===== src/rtl/rse_pkg.sv =====
package rse_pkg;
  timeunit 1ns;
  timeprecision 1ps;

  typedef enum logic [2:0] {
    ST_IDLE,
    ST_SEQ,
    ST_RDA,
    ST_RDB,
    ST_WR,
    ST_CHK,
    ST_EMIT,
    ST_NEXT
  } rse_state_e;

  // pair code = first | second << 1
  localparam logic [1:0] PAIR_SPLIT = 2'd0;
  localparam logic [1:0] PAIR_ONES  = 2'd1;
  localparam logic [1:0] PAIR_ZEROS = 2'd2;
  localparam logic [1:0] PAIR_MUTE  = 2'd3;

  localparam logic [7:0] CRC_POLY_REFL = 8'h8C;
endpackage


===== src/rtl/rse_rst_sync.sv =====
module rse_rst_sync (
  input  logic clk,
  input  logic rst_n,
  output logic rst_n_sync
);
  timeunit 1ns;
  timeprecision 1ps;

  logic [1:0] stage_q;

  always_ff @(posedge clk or negedge rst_n) begin
    if (!rst_n) stage_q <= 2'b00;
    else        stage_q <= {stage_q[0], 1'b1};
  end

  assign rst_n_sync = stage_q[1];
endmodule


===== src/rtl/rse_crc8.sv =====
module rse_crc8 #(
  parameter int         W    = 8,
  parameter logic [W-1:0] POLY = rse_pkg::CRC_POLY_REFL
) (
  input  logic         clk,
  input  logic         rst_n,
  input  logic         clr,
  input  logic         en,
  input  logic         din,
  output logic [W-1:0] crc
);
  timeunit 1ns;
  timeprecision 1ps;

  logic [W-1:0] crc_q, crc_d;
  logic         fb;

  always_comb begin
    fb    = crc_q[0] ^ din;
    crc_d = crc_q;
    if (clr)     crc_d = '0;
    else if (en) crc_d = (crc_q >> 1) ^ (fb ? POLY : '0);
  end

  always_ff @(posedge clk or negedge rst_n) begin
    if (!rst_n) crc_q <= '0;
    else        crc_q <= crc_d;
  end

  assign crc = crc_q;
endmodule


===== src/rtl/rse_dir_pick.sv =====
module rse_dir_pick #(
  parameter int ID_W  = 64,
  parameter int IDX_W = $clog2(ID_W)
) (
  input  logic [1:0]       pair,
  input  logic [IDX_W-1:0] idx,
  input  logic             prior_vld,
  input  logic [IDX_W-1:0] prior_idx,
  input  logic [ID_W-1:0]  prev_id,
  output logic             dir,
  output logic             zero_split,
  output logic             mute
);
  timeunit 1ns;
  timeprecision 1ps;
  import rse_pkg::*;

  logic split_dir;

  always_comb begin
    if (prior_vld && (idx < prior_idx))       split_dir = prev_id[idx];
    else if (prior_vld && (idx == prior_idx)) split_dir = 1'b1;
    else                                      split_dir = 1'b0;
  end

  always_comb begin
    dir        = 1'b0;
    zero_split = 1'b0;
    mute       = 1'b0;
    case (pair)
      PAIR_ONES:  dir = 1'b1;
      PAIR_ZEROS: dir = 1'b0;
      PAIR_SPLIT: begin
        dir        = split_dir;
        zero_split = ~split_dir;
      end
      default:    mute = 1'b1;
    endcase
  end
endmodule


===== src/rtl/rse_limit_cnt.sv =====
module rse_limit_cnt #(
  parameter int LIMIT = 5
) (
  input  logic clk,
  input  logic rst_n,
  input  logic clr,
  input  logic inc,
  output logic at_lim
);
  timeunit 1ns;
  timeprecision 1ps;

  localparam int CW = $clog2(LIMIT + 1);

  logic [CW-1:0] cnt_q, cnt_d;

  assign at_lim = (cnt_q == CW'(LIMIT));

  always_comb begin
    cnt_d = cnt_q;
    if (clr)                  cnt_d = '0;
    else if (inc && !at_lim)  cnt_d = cnt_q + 1'b1;
  end

  always_ff @(posedge clk or negedge rst_n) begin
    if (!rst_n) cnt_q <= '0;
    else        cnt_q <= cnt_d;
  end
endmodule


===== src/rtl/rom_search_enum.sv =====
module rom_search_enum #(
  parameter int ID_W       = 64,
  parameter int MAX_PASSES = 11,
  parameter int MAX_RETRY  = 5
) (
  input  logic            clk,
  input  logic            rst_n,
  input  logic            start,
  output logic            busy,
  output logic            seq_req,
  input  logic            seq_ack,
  output logic            bit_req,
  output logic            bit_wr,
  output logic            bit_wval,
  input  logic            bit_ack,
  input  logic            bit_rval,
  output logic            id_valid,
  input  logic            id_ready,
  output logic [ID_W-1:0] id_data,
  output logic [7:0]      id_family,
  output logic            crc_bad,
  output logic            done,
  output logic            err_io,
  output logic            err_limit
);
  timeunit 1ns;
  timeprecision 1ps;
  import rse_pkg::*;

  localparam int               IDX_W    = $clog2(ID_W);
  localparam int               FAM_W    = 8;
  localparam logic [IDX_W-1:0] IDX_LAST = IDX_W'(ID_W - 1);

  logic rst_ni;

  rse_rst_sync u_rst (.clk(clk), .rst_n(rst_n), .rst_n_sync(rst_ni));

  rse_state_e       state_q, state_d;
  logic [IDX_W-1:0] idx_q, idx_d;
  logic             first_q, first_d;
  logic             dir_q, dir_d;
  logic             zs_q, zs_d;
  logic             prior_vld_q, prior_vld_d;
  logic [IDX_W-1:0] prior_idx_q, prior_idx_d;
  logic             new_vld_q, new_vld_d;
  logic [IDX_W-1:0] new_idx_q, new_idx_d;
  logic [ID_W-1:0]  cur_id_q, cur_id_d;
  logic [ID_W-1:0]  prev_id_q, prev_id_d;
  logic             done_q, done_d;
  logic             err_io_q, err_io_d;
  logic             err_lim_q, err_lim_d;
  logic             crc_bad_q, crc_bad_d;

  logic             pick_dir, pick_zero, pick_mute;
  logic [7:0]       crc_val;
  logic             crc_clr, crc_en;
  logic             pass_full, retry_full;
  logic             run_clr, retry_inc;

  rse_dir_pick #(.ID_W(ID_W), .IDX_W(IDX_W)) u_pick (
    .pair       ({bit_rval, first_q}),
    .idx        (idx_q),
    .prior_vld  (prior_vld_q),
    .prior_idx  (prior_idx_q),
    .prev_id    (prev_id_q),
    .dir        (pick_dir),
    .zero_split (pick_zero),
    .mute       (pick_mute)
  );

  assign crc_clr = (state_q == ST_SEQ) && seq_ack;
  assign crc_en  = (state_q == ST_WR) && bit_ack;

  rse_crc8 #(.W(8), .POLY(CRC_POLY_REFL)) u_crc (
    .clk (clk),
    .rst_n (rst_ni),
    .clr (crc_clr),
    .en  (crc_en),
    .din (dir_q),
    .crc (crc_val)
  );

  assign run_clr = (state_q == ST_IDLE) && start;

  rse_limit_cnt #(.LIMIT(MAX_PASSES)) u_pass (
    .clk    (clk),
    .rst_n  (rst_ni),
    .clr    (run_clr),
    .inc    (state_q == ST_CHK),
    .at_lim (pass_full)
  );

  rse_limit_cnt #(.LIMIT(MAX_RETRY)) u_retry (
    .clk    (clk),
    .rst_n  (rst_ni),
    .clr    (run_clr || (state_q == ST_CHK)),
    .inc    (retry_inc),
    .at_lim (retry_full)
  );

  // next-state process
  always_comb begin
    state_d     = state_q;
    idx_d       = idx_q;
    first_d     = first_q;
    dir_d       = dir_q;
    zs_d        = zs_q;
    prior_vld_d = prior_vld_q;
    prior_idx_d = prior_idx_q;
    new_vld_d   = new_vld_q;
    new_idx_d   = new_idx_q;
    cur_id_d    = cur_id_q;
    prev_id_d   = prev_id_q;
    done_d      = 1'b0;
    err_io_d    = 1'b0;
    err_lim_d   = 1'b0;
    crc_bad_d   = 1'b0;
    retry_inc   = 1'b0;
    case (state_q)
      ST_IDLE: begin
        if (start) begin
          prior_vld_d = 1'b0;
          state_d     = ST_SEQ;
        end
      end
      ST_SEQ: begin
        if (seq_ack) begin
          idx_d     = '0;
          new_vld_d = 1'b0;
          state_d   = ST_RDA;
        end
      end
      ST_RDA: begin
        if (bit_ack) begin
          first_d = bit_rval;
          state_d = ST_RDB;
        end
      end
      ST_RDB: begin
        if (bit_ack) begin
          if (pick_mute) begin
            if (retry_full) begin
              err_io_d = 1'b1;
              state_d  = ST_IDLE;
            end else begin
              retry_inc = 1'b1;
              state_d   = ST_SEQ;
            end
          end else begin
            dir_d   = pick_dir;
            zs_d    = pick_zero;
            state_d = ST_WR;
          end
        end
      end
      ST_WR: begin
        if (bit_ack) begin
          cur_id_d = {dir_q, cur_id_q[ID_W-1:1]};
          if (zs_q) begin
            new_vld_d = 1'b1;
            new_idx_d = idx_q;
          end
          if (idx_q == IDX_LAST) begin
            state_d = ST_CHK;
          end else begin
            idx_d   = idx_q + 1'b1;
            state_d = ST_RDA;
          end
        end
      end
      ST_CHK: begin
        prev_id_d   = cur_id_q;
        prior_vld_d = new_vld_q;
        prior_idx_d = new_idx_q;
        if (crc_val == '0) begin
          state_d = ST_EMIT;
        end else begin
          crc_bad_d = 1'b1;
          state_d   = ST_NEXT;
        end
      end
      ST_EMIT: begin
        if (id_ready) state_d = ST_NEXT;
      end
      ST_NEXT: begin
        if (!prior_vld_q) begin
          done_d  = 1'b1;
          state_d = ST_IDLE;
        end else if (pass_full) begin
          err_lim_d = 1'b1;
          state_d   = ST_IDLE;
        end else begin
          state_d = ST_SEQ;
        end
      end
      default: state_d = ST_IDLE;
    endcase
  end

  // register process
  always_ff @(posedge clk or negedge rst_ni) begin
    if (!rst_ni) begin
      state_q     <= ST_IDLE;
      idx_q       <= '0;
      first_q     <= 1'b0;
      dir_q       <= 1'b0;
      zs_q        <= 1'b0;
      prior_vld_q <= 1'b0;
      prior_idx_q <= '0;
      new_vld_q   <= 1'b0;
      new_idx_q   <= '0;
      cur_id_q    <= '0;
      prev_id_q   <= '0;
      done_q      <= 1'b0;
      err_io_q    <= 1'b0;
      err_lim_q   <= 1'b0;
      crc_bad_q   <= 1'b0;
    end else begin
      state_q     <= state_d;
      idx_q       <= idx_d;
      first_q     <= first_d;
      dir_q       <= dir_d;
      zs_q        <= zs_d;
      prior_vld_q <= prior_vld_d;
      prior_idx_q <= prior_idx_d;
      new_vld_q   <= new_vld_d;
      new_idx_q   <= new_idx_d;
      cur_id_q    <= cur_id_d;
      prev_id_q   <= prev_id_d;
      done_q      <= done_d;
      err_io_q    <= err_io_d;
      err_lim_q   <= err_lim_d;
      crc_bad_q   <= crc_bad_d;
    end
  end

  assign busy      = (state_q != ST_IDLE);
  assign seq_req   = (state_q == ST_SEQ);
  assign bit_req   = (state_q == ST_RDA) || (state_q == ST_RDB) || (state_q == ST_WR);
  assign bit_wr    = (state_q == ST_WR);
  assign bit_wval  = dir_q;
  assign id_valid  = (state_q == ST_EMIT);
  assign id_data   = prev_id_q;
  assign id_family = prev_id_q[FAM_W-1:0];
  assign crc_bad   = crc_bad_q;
  assign done      = done_q;
  assign err_io    = err_io_q;
  assign err_limit = err_lim_q;
endmodule


===== config.mk =====
export PLATFORM = sky130hd
export DESIGN_NAME = rom_search_enum
export DESIGN_NICKNAME = d
export VERILOG_FILES = /design/src/rtl/rse_pkg.sv /design/src/rtl/rse_rst_sync.sv /design/src/rtl/rse_crc8.sv /design/src/rtl/rse_dir_pick.sv /design/src/rtl/rse_limit_cnt.sv /design/src/rtl/rom_search_enum.sv
export SDC_FILE = /design/constraint.sdc
export NUM_CORES = 1
export LEC_CHECK = 0
export ABC_CLOCK_PERIOD_IN_PS = 8900
export BUFFER_PORTS_ARGS = -buffer_cell sky130_fd_sc_hd__buf_4
export CAP_MARGIN = 30
export CORE_MARGIN = 4
export CORE_UTILIZATION = 45
export DETAILED_ROUTE_END_ITERATION = 8
export GPL_ROUTABILITY_DRIVEN = 0
export SLEW_MARGIN = 40
export SYNTH_ARGS = -nofsm -noshare
export SYNTH_HDL_FRONTEND = slang
export SYNTH_HIERARCHICAL = 1
export SYNTH_SLANG_ARGS = --single-unit

===== constraint.sdc =====
create_clock -name clk -period 8.9 [get_ports clk]
set_clock_uncertainty 0.2 [all_clocks]
set_input_delay 1.335 -clock clk [delete_from_list [all_inputs] [get_ports clk]]
set_output_delay 1.335 -clock clk [all_outputs]
set_load 0.05 [all_outputs]

==> After elaboration in Yosys (flattened, before gate mapping) <==
Index checks and enable logic that the tools add are counted.
{ "op_classes": {"n_div": 0, "eq_ne": 21, "n_mul": 0, "bitwise_logic": 3, "add_sub_neg": 3, "n_lt_le_gt_ge": 2, "reduce_logical": 30, "n_mux": 51, "n_shift": 0} }
{ "op_table": {"columns": ["op", "n"], "rows": [
  ["3-bit 2-to-1 mux", 10],
  ["1-bit 2-to-1 mux", 27],
  ["8-bit 2-to-1 mux", 3],
  ["3-bit one-hot mux with 8 select lines", 1],
  ["6-bit 2-to-1 mux", 3],
  ["3-bit == test (second input constant)", 5],
  ["6-bit one-hot mux with 2 select lines", 1],
  ["2-bit nonzero test", 5],
  ["8-bit zero test", 1],
  ["4-bit 2-to-1 mux", 2],
  ["2-bit by 1-bit != test with 1-bit output (second input constant)", 4],
  ["2-bit != test (second input constant)", 4],
  ["4-bit AND reduction", 2],
  ["7-bit by 8-bit XOR with 8-bit output", 1],
  ["1-bit logical AND", 7],
  ["6-bit by 7-bit less-than comparator with 1-bit output (second input constant)", 1],
  ["6-bit by 1-bit adder with 6-bit output (second input constant)", 1],
  ["1-bit binary-select mux with 6-bit select", 1],
  ["3-bit by 2-bit == test with 1-bit output (second input constant)", 2],
  ["6-bit == test", 1],
  ["6-bit == test (second input constant)", 1],
  ["6-bit less-than comparator", 1],
  ["1-bit one-hot mux with 2 select lines", 3],
  ["2-bit AND reduction", 3],
  ["other kinds (16)", 20]
]} }
{ "totals": {"latch_bits": 0, "memories": 0, "word_cells": 129, "mem_bits_ro": 0, "in_bits": 7, "ff_bits": 175, "out_inout_bits": 82, "ram_bits": 0} }

==> Longest topological paths before layout <==
{ "logic_depth": {"word_depth": 8, "mapped_depth": 11} }

==> By module <==
Netlist, hierarchy kept.
{ "modules_own_cells": {"columns": ["mod", "area_each_um2", "instances", "cells_each", "seq_area_each_um2"], "rows": [
  ["rom_search_enum", 6258.5, 1, 699, 3953.8],
  ["rse_dir_pick", 773.2, 1, 64, 0.0],
  ["rse_crc8", 372.9, 1, 32, 200.2],
  ["rse_limit_cnt (u_pass)", 210.2, 1, 21, 100.1],
  ["rse_limit_cnt (u_retry)", 198.9, 1, 17, 75.1],
  ["rse_rst_sync", 53.8, 1, 3, 50.0]
]} }

==> Worst setup path before layout <==
No wires, ideal clock.
{ "synth_timing": {"kind": "register -> output", "from": "register state_q[0]", "to": "output bit_req", "path_stages_with_launch": 4, "path_slack_ns": 4.971, "t_arrival_ns": 2.394, "required_ns": 7.365, "n_path_buf": 1, "cell_sequence": "dfrtp_1 -> buf_2 -> nor3b_1 -> nand2b_1"} }
{ "synth_via": {"elab_cells_between_ends": 5, "cone_classes": "3 x eq/ne; 2 x reduce/logical"} }
{ "synth_lines": {"columns": ["item", "line_no", "rtl"], "rows": [
  ["start, declared", "rom_search_enum.sv:38", "rse_state_e state_q, state_d;"],
  ["start signal, assigned", "rom_search_enum.sv:219", "state_q <= state_d;"],
  ["3-bit == test", null, null],
  ["named net bit_wr", "rom_search_enum.sv:13", "output logic bit_wr,"],
  ["1-bit logical OR", "rom_search_enum.sv:239", "assign bit_req = (state_q == ST_RDA) || (state_q == ST_RDB) || (state_q == ST_WR);"],
  ["end, declared", "rom_search_enum.sv:12", "output logic bit_req,"]
]} }
The timed path passes the listed nets, and every way through them passes these cells.

==> Final worst setup path <==
{ "layout_timing": {"from": "input bit_ack", "to": "register new_idx_q[2]"} }
{ "layout_via": {"elab_chain_len": 1} }
{ "layout_lines": {"columns": ["item", "line_no", "rtl"], "rows": [
  ["start, declared", "rom_search_enum.sv:15", "input logic bit_ack,"],
  ["3-bit AND reduction (no line)", null, null],
  ["end signal, assigned", "rom_search_enum.sv:227", "new_idx_q <= new_idx_d;"],
  ["end, declared", "rom_search_enum.sv:46", "logic [IDX_W-1:0] new_idx_q, new_idx_d;"]
]} }
Every way passes these cells.
A chain may end at the register's enable or synchronous reset.

==> summary.md <==
| Metric | Value |
|---|---|
| Post-synthesis sequential area ratio | 55.7% |
| Area delta synth->final | 17.0% |
| Design Power | 2.04 mW |
| Hold buffer count at cts | 0 |
| Hold slack | 0.149 ns |
| Synth Register Bits | 175 |
| Startpoint Class | input pin |
| DP HPWL | 11.8 mm |
| Finished Cell Area | 9200 um2 |
| RSZ-0062 raised after global routing | no |
| Worst min-delay path class | flip-flop to flip-flop |
| Starting Density | 45.6% |
| Routed vias | 5703 |
| Clock buffer count from CTS | 17 |
| Final Slew Violations | 0 |
| DRT Pass-1 Iters | 4 |
| CTS Root Cell | clkbuf_16 |
| Endpoints failing setup | 0 |
| Post-synth top area cell | dfrtp_1 |
| Max_cap viols | 0 |
| Core Box Area | 17200 um2 |
| Largest net degree at the start of global routing | 76 |
| # diodes | 0 |
| Die area | 19700 um2 |
| Ports | 89 |
| Most frequent cells in the layout | nand2_1 (426), dfrtp_1 (173), buf_4 (93) |
| Synth warn | 6 |
| Critical path class | input pin to flip-flop |
| Power Density | 222 nW/um2 |
| Die X | 140 um |
| Vias/cell | 5.00 |
| Area of placed instances | 8620 um2 |
| Critical Path AT | 3.72 ns |
| Status | finished clean |
| First-pass GRT wire length | 30.3 mm |
| Clock Path Buffers | 2 |
| Initial antenna violation count | 0 |
| CP endpoint kind | flip-flop |
| Fin nets | 919 |
| FMAX | 0.277 GHz |
| Main flop type after synthesis | dfrtp_1 |
| Post-Syn Area per Cell | 9.41 um2 |
| Reg2reg setup slack | 5.52 ns |
| Gr usage total | 19.4% |
| Worst skew pair latency | 0.43 ns |
| Compound-cell area share of the yosys netlist | 2.83% |
| Total gr overflow | 0 |
| Simple-gate share of the synthesized area | 26.0% |
| Syn Inst Count | 836 |
| Post-synthesis mux area share | 9.35% |
| VDD IR-drop max | 155 uV |
| Slew at the pin with the worst max-slew slack | 0.713 ns |
| Area share of the largest cell type after synthesis | 55.7% |
| Post-Synth XOR/XNOR Area | 0.445% |
| H-tree Lvls | 4 |
| Post-synthesis adder-cell area fraction | 1.59% |
| Largest family of logic cells by synthesized area | simple AND/OR/NAND/NOR gates |
| Syn nets | 853 |
| # rows | 48 |
| Post-route setup TNS | 0 ns |
| Resize count post-CTS | 0 |
| Crit-path max FO | 66 |
| Crit share post-route | 40.5% |
| # clock sinks | 175 |
| Total Wirelength | 18.3 mm |
| Final core occ | 53.4% |
| Final hold vios | 0 |
| Vias in the first global route | 5613 |
| Layout cell share with drive strength beyond 1 | 16.7% |
| Clk pin slew, worst setup/hold paths | 0.06 ns |
| Final min period | 3.61 ns |
| Input/output buffers | 88 |
| # DRC | 0 |
| CTS tree | built |
| Number of flops mapped to enable cells by yosys | 0 |
| Antenna-violating nets left | 0 |
| Rel. slew slack | 52.4% |
| Fraction of registers with async set/reset | 100% |
| Avg WL per Cell | 16.0 um |
| Most common cell after layout, fill and taps aside | nand2_1 |
| Pleak | 5.04 nW |
| Synth Cell Area | 7870 um2 |
| WP data required | 9.01 ns |
| Postcts setup bufs | 0 |
| Synth top area cells | dfrtp_1 (56%), nand2_1 (20%), mux4_1 (3.7%) |
| Chip height | 140 um |
| Initial DRC count | 338 |
| Synth cell types | 55 |
through the flow:
step | std cells | setup WS [ns]
after floorplan | 836 | 3.46
after global placement | 1108 | 4.85
after detailed placement | 1108 | 4.85
after CTS | 1140 | 5.30
after global routing | 1140 | 5.10
final | 1140 | 5.29
Yosys cell counts (all sizes together) (5+ instances only):
master	number
mux2i	15
nand3b	7
mux4	18
buf	17
o21ai	10
inv	17
and2	6
nand4	5
nor2	25
nand2	426
ha	10
mux2	12
a21oi	7
clkbuf	31
dfrtp	175
layer usage:
layer	GRT usage (%)	up-vias	wire, um	part of all wire, %
met4	6.68	0	264	1.4
li1	-	2817	-	-
met2	30.9	103	8990	49
met3	3.89	11	779	4.3
met1	26.8	2772	8240	45
met5	0	-	0	0
registers in the layout (all words and copies together) (netlist names), 2 cells and up:
name,flops
cur_id_q,64
id_data,64
idx_q,6
new_idx_q,6
prior_idx_q,6
state_q,3
u_crc/crc,8
u_pass/cnt_q,4
u_retry/cnt_q,3
u_rst/stage_q,2
report_power, final:
group / total (mW) / internal [mW] / switching [mW] / leakage (nW)
Sequential: 0.907 / 0.841 / 0.0653 / 2.42
Clock: 0.730 / 0.427 / 0.303 / 0.280
Combinational: 0.405 / 0.135 / 0.269 / 2.34
Total: 2.04 / 1.40 / 0.638 / 5.04
path summary, 6_finish.rpt:
check | from | endpoint | cells past startpoint
worst min-delay path | u_rst/stage_q[0] | u_rst/stage_q[1] | 0
max in group asynchronous | u_rst/stage_q[1] | cur_id_q[51] | 1
worst max-delay path | bit_ack | new_idx_q[2] | 7
min in group asynchronous | u_rst/stage_q[1] | cur_id_q[31] | 0
worst min register to register | u_rst/stage_q[0] | u_rst/stage_q[1] | 0
worst max register to register | state_q[2] | new_idx_q[2] | 7
final cells by class:
| cell class | instances | area (um2) |
|---|---|---|
| clock buffers | 22 | 464 |
| clock inverters | 10 | 113 |
| fillers | 1573 | 8030 |
| inverters | 18 | 67.6 |
| multi-input cells | 595 | 3170 |
| flip-flops and latches | 175 | 4380 |
| well taps | 225 | 282 |
| repair buffers | 95 | 721 |
kinds of logic (layout without fill, tap and decap cells):
family                     after synthesis  after routing
AOI/OAI and AO/OA                       32             32
xor gates and xnor gates                 4              4
adders and majority gates               10             10
buffers and inverters                   66            145
DFF                                    175            175
muxes                                   45             45
other                                    1              1
and+or+nand+nor                        503            503
worst max-delay path, stage by stage:
cell and delay [ns]:
buf_4 0.14, nand3b_1 0.08, buf_4 0.55, inv_2 0.45, buf_4 0.42, nand2_1 0.31, mux2_2 0.37
Power figures use the tool's default switching activity.
